**src/rtl/vn_deact_pkg.sv**
```systemverilog
`timescale 1ns/1ps
package vn_deact_pkg;
  // strobes issued by the control toward the datapath
  typedef struct packed {
    logic loadInit;
    logic evalIter;
    logic raiseThr;
    logic forceAll;
  } ctrlStrobes_t;
endpackage

```
**src/rtl/vn_deact_datapath.sv**
```systemverilog
`timescale 1ns/1ps
module vn_deact_datapath
  import vn_deact_pkg::*;
#(
  parameter int NUM_NODES = 16,
  parameter int NUM_TYPES = 4,
  parameter int MAG_W     = 6,
  parameter int TYPE_W    = (NUM_TYPES > 1) ? $clog2(NUM_TYPES) : 1,
  parameter int CNT_W     = $clog2(NUM_NODES + 1)
) (
  input  logic                         clk,
  input  logic                         rst_n,
  input  ctrlStrobes_t                 strobes,
  input  logic [NUM_TYPES*MAG_W-1:0]   initThr,
  input  logic [MAG_W-1:0]             thrStep,
  input  logic [NUM_NODES*MAG_W-1:0]   nodeMag,
  input  logic [NUM_NODES*TYPE_W-1:0]  nodeType,
  output logic [CNT_W-1:0]             deactCount,
  output logic [NUM_NODES-1:0]         deactFlags,
  output logic [NUM_TYPES*MAG_W-1:0]   thrFlat
);

  logic [NUM_TYPES-1:0][MAG_W-1:0] thrReg;
  logic [NUM_TYPES-1:0][MAG_W-1:0] thrRaised;
  logic [NUM_TYPES-1:0][MAG_W-1:0] thrNext;
  logic [NUM_NODES-1:0]            curHit;
  logic [NUM_NODES-1:0]            nextHit;

  // saturating raise per type
  always_comb begin
    for (int t = 0; t < NUM_TYPES; t++) begin
      logic [MAG_W:0] sum;
      sum = {1'b0, thrReg[t]} + {1'b0, thrStep};
      thrRaised[t] = sum[MAG_W] ? {MAG_W{1'b1}} : sum[MAG_W-1:0];
      thrNext[t]   = strobes.raiseThr ? thrRaised[t] : thrReg[t];
    end
  end

  always_ff @(posedge clk or negedge rst_n) begin
    if (!rst_n) begin
      thrReg <= '0;
    end else if (strobes.loadInit) begin
      for (int t = 0; t < NUM_TYPES; t++) thrReg[t] <= initThr[t*MAG_W +: MAG_W];
    end else if (strobes.raiseThr) begin
      thrReg <= thrRaised;
    end
  end

  // per-node comparison against the node's type threshold
  for (genvar i = 0; i < NUM_NODES; i++) begin : g_node
    logic [TYPE_W-1:0] typ;
    logic [TYPE_W-1:0] tIdx;
    logic [MAG_W-1:0]  mag;
    assign typ  = nodeType[i*TYPE_W +: TYPE_W];
    assign tIdx = ({1'b0, typ} < (TYPE_W+1)'(NUM_TYPES)) ? typ : '0;
    assign mag  = nodeMag[i*MAG_W +: MAG_W];
    assign curHit[i]  = (mag >= thrReg[tIdx]);
    assign nextHit[i] = (mag >= thrNext[tIdx]);
  end

  // deactivation count against the thresholds in force this iteration
  always_comb begin
    deactCount = '0;
    for (int i = 0; i < NUM_NODES; i++) deactCount = deactCount + CNT_W'(curHit[i]);
  end

  always_ff @(posedge clk or negedge rst_n) begin
    if (!rst_n)                  deactFlags <= '0;
    else if (strobes.loadInit)   deactFlags <= '0;
    else if (strobes.forceAll)   deactFlags <= '1;
    else if (strobes.evalIter)   deactFlags <= nextHit;
  end

  always_comb begin
    for (int t = 0; t < NUM_TYPES; t++) thrFlat[t*MAG_W +: MAG_W] = thrReg[t];
  end

endmodule

```
**src/rtl/vn_deact_control.sv**
```systemverilog
`timescale 1ns/1ps
module vn_deact_control
  import vn_deact_pkg::*;
#(
  parameter int NUM_NODES  = 16,
  parameter int MAX_ITER   = 20,
  parameter int MAX_STAGES = 4,
  parameter int TRIAL_W    = 3,
  parameter int CNT_W      = $clog2(NUM_NODES + 1),
  parameter int STG_W      = $clog2(MAX_STAGES + 1),
  parameter int ITER_W     = $clog2(MAX_ITER + 1)
) (
  input  logic               clk,
  input  logic               rst_n,
  input  logic               cwStart,
  input  logic               earlyStop,
  input  logic               iterStrobe,
  input  logic [CNT_W-1:0]   deactCount,
  input  logic [CNT_W-1:0]   rateLimit,
  input  logic [STG_W-1:0]   numStages,
  input  logic [TRIAL_W-1:0] trialMax,
  output ctrlStrobes_t       strobes,
  output logic [ITER_W-1:0]  iterCnt,
  output logic [TRIAL_W-1:0] trialCnt
);

  logic [MAX_STAGES-1:0] stageReg;
  logic [MAX_STAGES-1:0] stageNext;
  logic                  stopped;
  logic                  evalOk;
  logic                  overRate;
  logic                  fire;
  logic                  trigger;
  logic                  raise;
  int                    lastIdx;

  assign evalOk   = iterStrobe && !cwStart && !earlyStop && !stopped &&
                    (iterCnt < ITER_W'(MAX_ITER));
  assign overRate = deactCount > rateLimit;
  assign stageNext = overRate ? {stageReg[MAX_STAGES-2:0], 1'b1} : stageReg;

  // estimator length, clamped to the built stage count
  always_comb begin
    lastIdx = int'(numStages) - 1;
    if (lastIdx < 0) lastIdx = 0;
    if (lastIdx > MAX_STAGES - 1) lastIdx = MAX_STAGES - 1;
    fire = 1'b0;
    for (int k = 0; k < MAX_STAGES; k++) begin
      if (k == lastIdx) fire = stageNext[k];
    end
  end

  assign trigger = evalOk && fire;
  assign raise   = trigger && (trialCnt < trialMax);

  always_ff @(posedge clk or negedge rst_n) begin
    if (!rst_n) begin
      stageReg <= '0;
      trialCnt <= '0;
      iterCnt  <= '0;
      stopped  <= 1'b0;
    end else if (cwStart) begin
      stageReg <= '0;
      trialCnt <= '0;
      iterCnt  <= '0;
      stopped  <= 1'b0;
    end else if (earlyStop) begin
      stopped  <= 1'b1;
    end else if (evalOk) begin
      iterCnt  <= iterCnt + ITER_W'(1);
      stageReg <= trigger ? '0 : stageNext;
      if (raise) trialCnt <= trialCnt + TRIAL_W'(1);
    end
  end

  always_comb begin
    strobes.loadInit = cwStart;
    strobes.forceAll = earlyStop && !cwStart;
    strobes.evalIter = evalOk;
    strobes.raiseThr = raise;
  end

endmodule

```
**src/rtl/vn_deact_ctrl.sv**
```systemverilog
`timescale 1ns/1ps
module vn_deact_ctrl
  import vn_deact_pkg::*;
#(
  parameter int NUM_NODES  = 16,
  parameter int NUM_TYPES  = 4,
  parameter int MAG_W      = 6,
  parameter int MAX_ITER   = 20,
  parameter int MAX_STAGES = 4,
  parameter int TRIAL_W    = 3,
  parameter int TYPE_W     = (NUM_TYPES > 1) ? $clog2(NUM_TYPES) : 1,
  parameter int CNT_W      = $clog2(NUM_NODES + 1),
  parameter int STG_W      = $clog2(MAX_STAGES + 1),
  parameter int ITER_W     = $clog2(MAX_ITER + 1)
) (
  input  logic                        clk,
  input  logic                        rst_n,
  input  logic                        cwStart,
  input  logic                        earlyStop,
  input  logic                        iterStrobe,
  input  logic [NUM_TYPES*MAG_W-1:0]  initThr,
  input  logic [MAG_W-1:0]            thrStep,
  input  logic [CNT_W-1:0]            rateLimit,
  input  logic [STG_W-1:0]            numStages,
  input  logic [TRIAL_W-1:0]          trialMax,
  input  logic [NUM_NODES*MAG_W-1:0]  nodeMag,
  input  logic [NUM_NODES*TYPE_W-1:0] nodeType,
  output logic [NUM_NODES-1:0]        deactFlags
);

  ctrlStrobes_t              strobes;
  logic [CNT_W-1:0]          deactCount;
  logic [ITER_W-1:0]         iterCnt;
  logic [TRIAL_W-1:0]        trialCnt;
  logic [NUM_TYPES*MAG_W-1:0] thrFlat;

  vn_deact_control #(
    .NUM_NODES(NUM_NODES), .MAX_ITER(MAX_ITER), .MAX_STAGES(MAX_STAGES),
    .TRIAL_W(TRIAL_W), .CNT_W(CNT_W), .STG_W(STG_W), .ITER_W(ITER_W)
  ) u_ctrl (
    .clk(clk), .rst_n(rst_n), .cwStart(cwStart), .earlyStop(earlyStop),
    .iterStrobe(iterStrobe), .deactCount(deactCount), .rateLimit(rateLimit),
    .numStages(numStages), .trialMax(trialMax), .strobes(strobes),
    .iterCnt(iterCnt), .trialCnt(trialCnt)
  );

  vn_deact_datapath #(
    .NUM_NODES(NUM_NODES), .NUM_TYPES(NUM_TYPES), .MAG_W(MAG_W),
    .TYPE_W(TYPE_W), .CNT_W(CNT_W)
  ) u_dp (
    .clk(clk), .rst_n(rst_n), .strobes(strobes), .initThr(initThr),
    .thrStep(thrStep), .nodeMag(nodeMag), .nodeType(nodeType),
    .deactCount(deactCount), .deactFlags(deactFlags), .thrFlat(thrFlat)
  );

endmodule

```
**config.mk**
```make
export PLATFORM = sky130hd
export DESIGN_NAME = vn_deact_ctrl
export DESIGN_NICKNAME = d
export VERILOG_FILES = /design/src/rtl/vn_deact_pkg.sv /design/src/rtl/vn_deact_datapath.sv /design/src/rtl/vn_deact_control.sv /design/src/rtl/vn_deact_ctrl.sv
export SDC_FILE = /design/constraint.sdc
export NUM_CORES = 1
export LEC_CHECK = 0
export BUFFER_PORTS_ARGS = -buffer_cell sky130_fd_sc_hd__buf_2
export CORE_ASPECT_RATIO = 2
export CORE_MARGIN = 2
export CORE_UTILIZATION = 52
export CTS_CLUSTER_SIZE = 12
export DETAILED_ROUTE_END_ITERATION = 12
export PLACE_DENSITY = 0.82
export SETUP_SLACK_MARGIN = 0.3
export SLEW_MARGIN = 20
export SYNTH_ARGS = -nofsm -noshare
export SYNTH_HDL_FRONTEND = slang
export SYNTH_HIERARCHICAL = 1
export SYNTH_SLANG_ARGS = --single-unit
```
**constraint.sdc**
```tcl
create_clock -name clk -period 19.3 [get_ports clk]
set_clock_uncertainty 0.05 [all_clocks]
set_input_delay 4.825 -clock clk [delete_from_list [all_inputs] [get_ports clk]]
set_output_delay 4.825 -clock clk [all_outputs]
set_load 0.01 [all_outputs]
```
Word-level counts from Yosys, hierarchy flattened:

Cells that the tools add are included.

* multiplexer cells: 97
* eq/ne operators: 4
* magnitude comparators: 53
* reduce and logical (&&, ||, !) cells: 17
* add/subtract/negate cells: 22

Operators by type and width (number)
* binary-select mux 6 bit (select 2 bit): 32
* 2-to-1 mux 6 bit: 40
* greater-or-equal comparator 6 bit: 32
* adder 5 x 1 -> 5 bit: 14
* == test 3 x 32 -> 1 bit (first input constant): 2
* 2-to-1 mux 32 bit: 2
* < comparator 2 x 3 -> 1 bit (second input constant): 16
* 2-to-1 mux 16 bit: 3
* 2-to-1 mux 24 bit: 2
* == test 2 x 32 -> 1 bit (first input constant): 1
* greater-than comparator 32 x 3 -> 1 bit (second input constant): 1
* logical NOT 32 bit: 1
* < comparator 32 x 1 -> 1 bit (second input constant): 1
* adder 6 x 6 -> 7 bit: 4
* 2-to-1 mux 4 bit: 5
* 2-to-1 mux 5 bit: 3
* 2-to-1 mux 3 bit: 4
* logical AND 1 bit: 7
* 2-to-1 mux 1 bit: 6
* nonzero test 2 bit: 3
* adder 5 x 1 -> 5 bit (second input constant): 1
* greater-than comparator 5 bit: 1
* < comparator 5 bit (second input constant): 1
* subtractor 3 x 1 -> 4 bit (second input constant): 1
* other kinds (8): 10

* bits of input ports: 174
* register bits after elaboration: 53
* word-level logic and storage cells: 202
* output and inout port bits: 16

Logic depth before layout (Yosys ltp):

* depth in word-level cells: 33
* depth in mapped cells: 45
* gate-level depth less buffers: 41

By module:

Netlist, hierarchy kept.

By module, submodules not included
* vn_deact_datapath: cells each 1114, area an instance 12085.3 um2, instances 1, seq. area each 1001.0 um2
* vn_deact_control: cells each 111, area an instance 1016.0 um2, instances 1, seq. area each 325.3 um2

Worst setup path before layout:

No wires, ideal clock.

* path kind: input to register
* start point: in nodeType[22]
* end point: reg u_dp.deactFlags[10]
* setup slack: 5.720 ns
* arrival time: 13.396 ns
* stages on the path: 44
* path through: buf_2 mux4_2 ha_1 nand2b_1 a21o_1 a21oi_1 nor2b_1 o21ai_0 a21oi_1 fa_1 inv_1 fa_1 inv_1 fa_1 inv_1 fa_1 inv_1 ha_1 [8 not listed] o21ai_4 a21boi_2 buf_4 buf_6 nand2b_2 nor2_4 o21ai_2 o21a_4 o22a_4 buf_6 mux4_2 ha_1 nand2b_1 a21o_1 a21o_1 a21o_1 a21oi_1 o22ai_1

* word-level cells in the longest chain between the ends: 23

Ends and longest elaborated chain
* from (decl): RTL line vn_deact_ctrl.sv:27 `input logic [NUM_NODES*TYPE_W-1:0] nodeType,`
* binary-select mux 6 bit (select 2 bit) (*): RTL line vn_deact_datapath.sv:57 `assign curHit[i] = (mag >= thrReg[tIdx]);`
* 2-to-1 mux 6 bit (not written as such) (*): RTL line vn_deact_datapath.sv:57
* greater-or-equal comparator 6 bit (*): RTL line vn_deact_datapath.sv:57
* adder 5 x 1 -> 5 bit (*) (5 in series): RTL line vn_deact_datapath.sv:64 `for (int i = 0; i < NUM_NODES; i++) deactCount = deactCount + CNT_W'(curHit[i]);`
* via deactCount[1]: RTL line vn_deact_ctrl.sv:32 `logic [CNT_W-1:0] deactCount;`
* greater-than comparator 5 bit (*): RTL line vn_deact_control.sv:39 `assign overRate = deactCount > rateLimit;`
* 2-to-1 mux 4 bit (*): RTL line vn_deact_control.sv:40 `assign stageNext = overRate ? {stageReg[MAX_STAGES-2:0], 1'b1} : stageReg;`
* 2-to-1 mux 1 bit (3 in series): RTL line vn_deact_control.sv:49 `if (k == lastIdx) fire = stageNext[k];`
* [3 not listed]
* via u_ctrl.raise: RTL line vn_deact_control.sv:34 `logic raise;`
* 2-to-1 mux 6 bit: RTL line vn_deact_datapath.sv:35 `thrNext[t] = strobes.raiseThr ? thrRaised[t] : thrReg[t];`
* binary-select mux 6 bit (select 2 bit) (*): RTL line vn_deact_datapath.sv:58 `assign nextHit[i] = (mag >= thrNext[tIdx]);`
* 2-to-1 mux 6 bit (not written as such) (*): RTL line vn_deact_datapath.sv:58
* greater-or-equal comparator 6 bit (*): RTL line vn_deact_datapath.sv:58
* 2-to-1 mux 16 bit (*): RTL line vn_deact_datapath.sv:71 `else if (strobes.evalIter) deactFlags <= nextHit;`
* 2-to-1 mux 16 bit (*): RTL line vn_deact_datapath.sv:70 `else if (strobes.forceAll) deactFlags <= '1;`
* 2-to-1 mux 16 bit (*): RTL line vn_deact_datapath.sv:69 `else if (strobes.loadInit) deactFlags <= '0;`
* to (signal assigned): RTL line vn_deact_datapath.sv:71
* to (decl): RTL line vn_deact_datapath.sv:19 `output logic [NUM_NODES-1:0] deactFlags,`

The timed path passes the listed nets; every way through them passes the cells marked *. The select of a mux whose other input is x is not followed.
A chain may end at the register's enable or synchronous reset.

==> reports/summary.txt <==
Mapped Avg Cell Area = 10.7 µm²
VDD IR max = 0.256 mV
Routed wire length = 48200 µm
Num rows = 82
Core area = 24900 µm²
Netlist cell types = 59
Vias per inst = 7.08
TritonCTS Buffers = 5
CP Launch Point = nodeType[2]
Multi-input combinational cell area = 10800 µm²
# Max-Cap Violations = 0
H-tree Lvls = 2
Syn Inst Count = 1225
Actual slew at the worst max-slew pin = 1.04 ns
Final Cycle Share = 0.792
Async SR Flop Fraction = 1.00
Post-CTS Resized = 0
Clk slew on worst S/H paths = 0.09 ns
Status = complete, no violations
I/O Pins = 190
Clock Path Buffers = 2
Reg area = 1330 µm²
Mapped Nets = 1644
CP Max Fanout = 30
Clock Sinks = 53
Iteration-0 DRC Markers = 1297
Worst path required time = 19.43 ns
Family with the most delay on the worst path = compound AO/OA/AOI/OAI gates
Largest net degree at the start of global routing = 70
Crit end category = register
Placed cells = 1660
Internal power = 1.45 mW
Vias = 11800
Worst path max stage delay = 0.58 ns
Layout cells sized above 1 = 0.342
Final nets = 1750
Cell taking the most area after synthesis = mux4_2
GRT Total Usage = 0.370
Critical Path AT = 15.43 ns
Global route overflow = 0
Hold_sp = u_ctrl/trialCnt[2]$_DFFE_PN0P_
Vias in the first global route = 12200
Die H = 228 µm
R2R Path Start = u_dp/thrFlat[12]$_DFFE_PN0P_
Post-CTS Hold Fix Bufs = 0
Hold crit path type = register to register
Crit Path Category = primary input to register
Synth Register Bits = 53
Hold slack = 0.434 ns
NetSw = 1.64 mW
CP max-delay cell = o21ai_0
Fmax = 0.0654 GHz
Die width = 116 µm
Predominant post-synthesis flop cell = dfrtp_1
Rel. slew slack = 0.304
Drt wl/cell = 28.8 µm
Final ANT Viol Nets = 0
Fillers = 2157
First-pass GRT wire length = 71700 µm
Final setup violation count = 0
Initial Util = 0.525
Residual DRC = 0
Non-filler cells in the finished layout = 1671
PwrDens = 217 nW/µm²
Static leakage = 6.54 nW
WP buf/inv = 7
Clk pwr share = 0.034
Seq/Total Area, Yosys = 0.101
Most common cell in the synthesized netlist = ha_1
Tot Pwr = 3.09 mW
CTS tree = done
Yosys warns = 6
Largest cells by area after synthesis = mux4_2 33%, ha_1 22%, dfrtp_1 10%
Clock insertion delay at the later pin of the skew report = 0.32 ns
Port Buffers = 189
Hpwl dp = 34700 µm
Final Hold Viols = 0
Final min period = 15.30 ns
RSZ-0062 raised after global routing = no
Top cell type's share of synthesized area = 0.327
Drt pass-1 iters = 6
Reg2Reg Depth = 40
Synth-to-Final Area Change = 8.65%
Total Die Area = 26600 µm²
Synthesized area = 13100 µm²
Max Slew Vio Count = 0
TNS Setup = 0 ns
RD Place Congestion = 0.995
Final worst setup slack = 4.00 ns
Dpl ws = 4.16 ns
Sw Ratio = 0.530
Post-CTS Setup Bufs = 0
Crit path depth = 41
Synth top cells by count = 231 x ha_1, 190 x mux4_2, 137 x inv_1
Initial antenna violation count = 2
Combinational Power Share = 0.869
EDFF count, synth = 0
Root Buffer = clkbuf_16
Sequential fraction of design power = 0.097
Hold Path Stages = 1
Worst setup SP type = primary input
[power by group through the flow]
stage / registers (mW) / logic, mW / clock network [mW]
floorplan: 0.187 / 2.00 / 0
global placement: 0.285 / 2.43 / 0
detailed placement: 0.287 / 2.58 / 0
CTS: 0.285 / 2.59 / 0.107
global route: 0.300 / 2.91 / 0.109
finish: 0.299 / 2.69 / 0.105
[placed cells by master, fill, tap and decap left out, types with 3 or more instances in the layout]
master and instances:
a211oi_1 18, a21o_1 66, a21oi_1 58, a22o_1 3, buf_2 189, buf_4 10, clkbuf_16 5, dfrtp_1 53
diode_2 3, fa_1 14, ha_1 231, inv_1 137, mux2_2 5, mux2i_1 3, mux4_2 190, nand2_1 49
nand2b_1 35, nand2b_2 3, nand3_1 4, nor2_1 47, nor2b_1 40, nor2b_4 4, nor3_1 3, nor3_2 3
o211ai_1 4, o21a_4 4, o21ai_0 49, o21ai_1 6, o22a_4 3, o22ai_1 20, o22ai_2 17, o2bb2ai_1 9
xnor2_1 10, xor2_1 3
[kinds of logic after synthesis]
group           synth area share
compound gates             0.148
fa+ha+maj                  0.242
buf+inv                   0.0761
mux                        0.340
simple gates              0.0845
flops                      0.101
xor+xnor                 0.00869
[layout make-up]
| class | instances | share of cell area |
|---|---|---|
| diodes | 3 | 0.000527 |
| clock buffers | 5 | 0.00879 |
| flip-flops and latches | 53 | 0.0932 |
| multi-input cells | 934 | 0.758 |
| well taps | 336 | 0.0295 |
| repair buffers | 199 | 0.0717 |
| clock inverters | 3 | 0.00202 |
| inverters | 138 | 0.0364 |
[metal layers]
metal	up-vias	share of wire	global-route usage
li1	4875	-	-
met1	5612	0.29	0.394
met2	1020	0.48	0.585
met3	327	0.098	0.0745
met4	0	0.13	0.363
met5	-	0	0
[through the flow]
step,utilization,area (µm²)
finish,0.571,14200
global route,0.571,14200
CTS,0.571,14200
detailed placement,0.564,14100
global placement,0.564,14100
floorplan,-,13100
[sequential cells by signal (all words and copies together), names as in the netlist]
name             count
u_ctrl/iterCnt       5
u_ctrl/stageReg      4
u_ctrl/stopped       1
u_ctrl/trialCnt      3
u_dp/deactFlags     16
u_dp/thrFlat        24
[worst paths after layout]
path                            slack [ns]                        endpoint
max in group asynchronous            14.04    u_dp/thrFlat[18]$_DFFE_PN0P_
worst min register to register        0.43  u_ctrl/trialCnt[2]$_DFFE_PN0P_
worst min-delay path                  0.43  u_ctrl/trialCnt[2]$_DFFE_PN0P_
worst max-delay path                  4.00  u_dp/deactFlags[0]$_DFFE_PN0P_
worst max register to register        8.18  u_dp/deactFlags[0]$_DFFE_PN0P_
min in group asynchronous             4.60  u_dp/deactFlags[9]$_DFFE_PN0P_
Note: power is estimated with default switching activity, not from simulation.
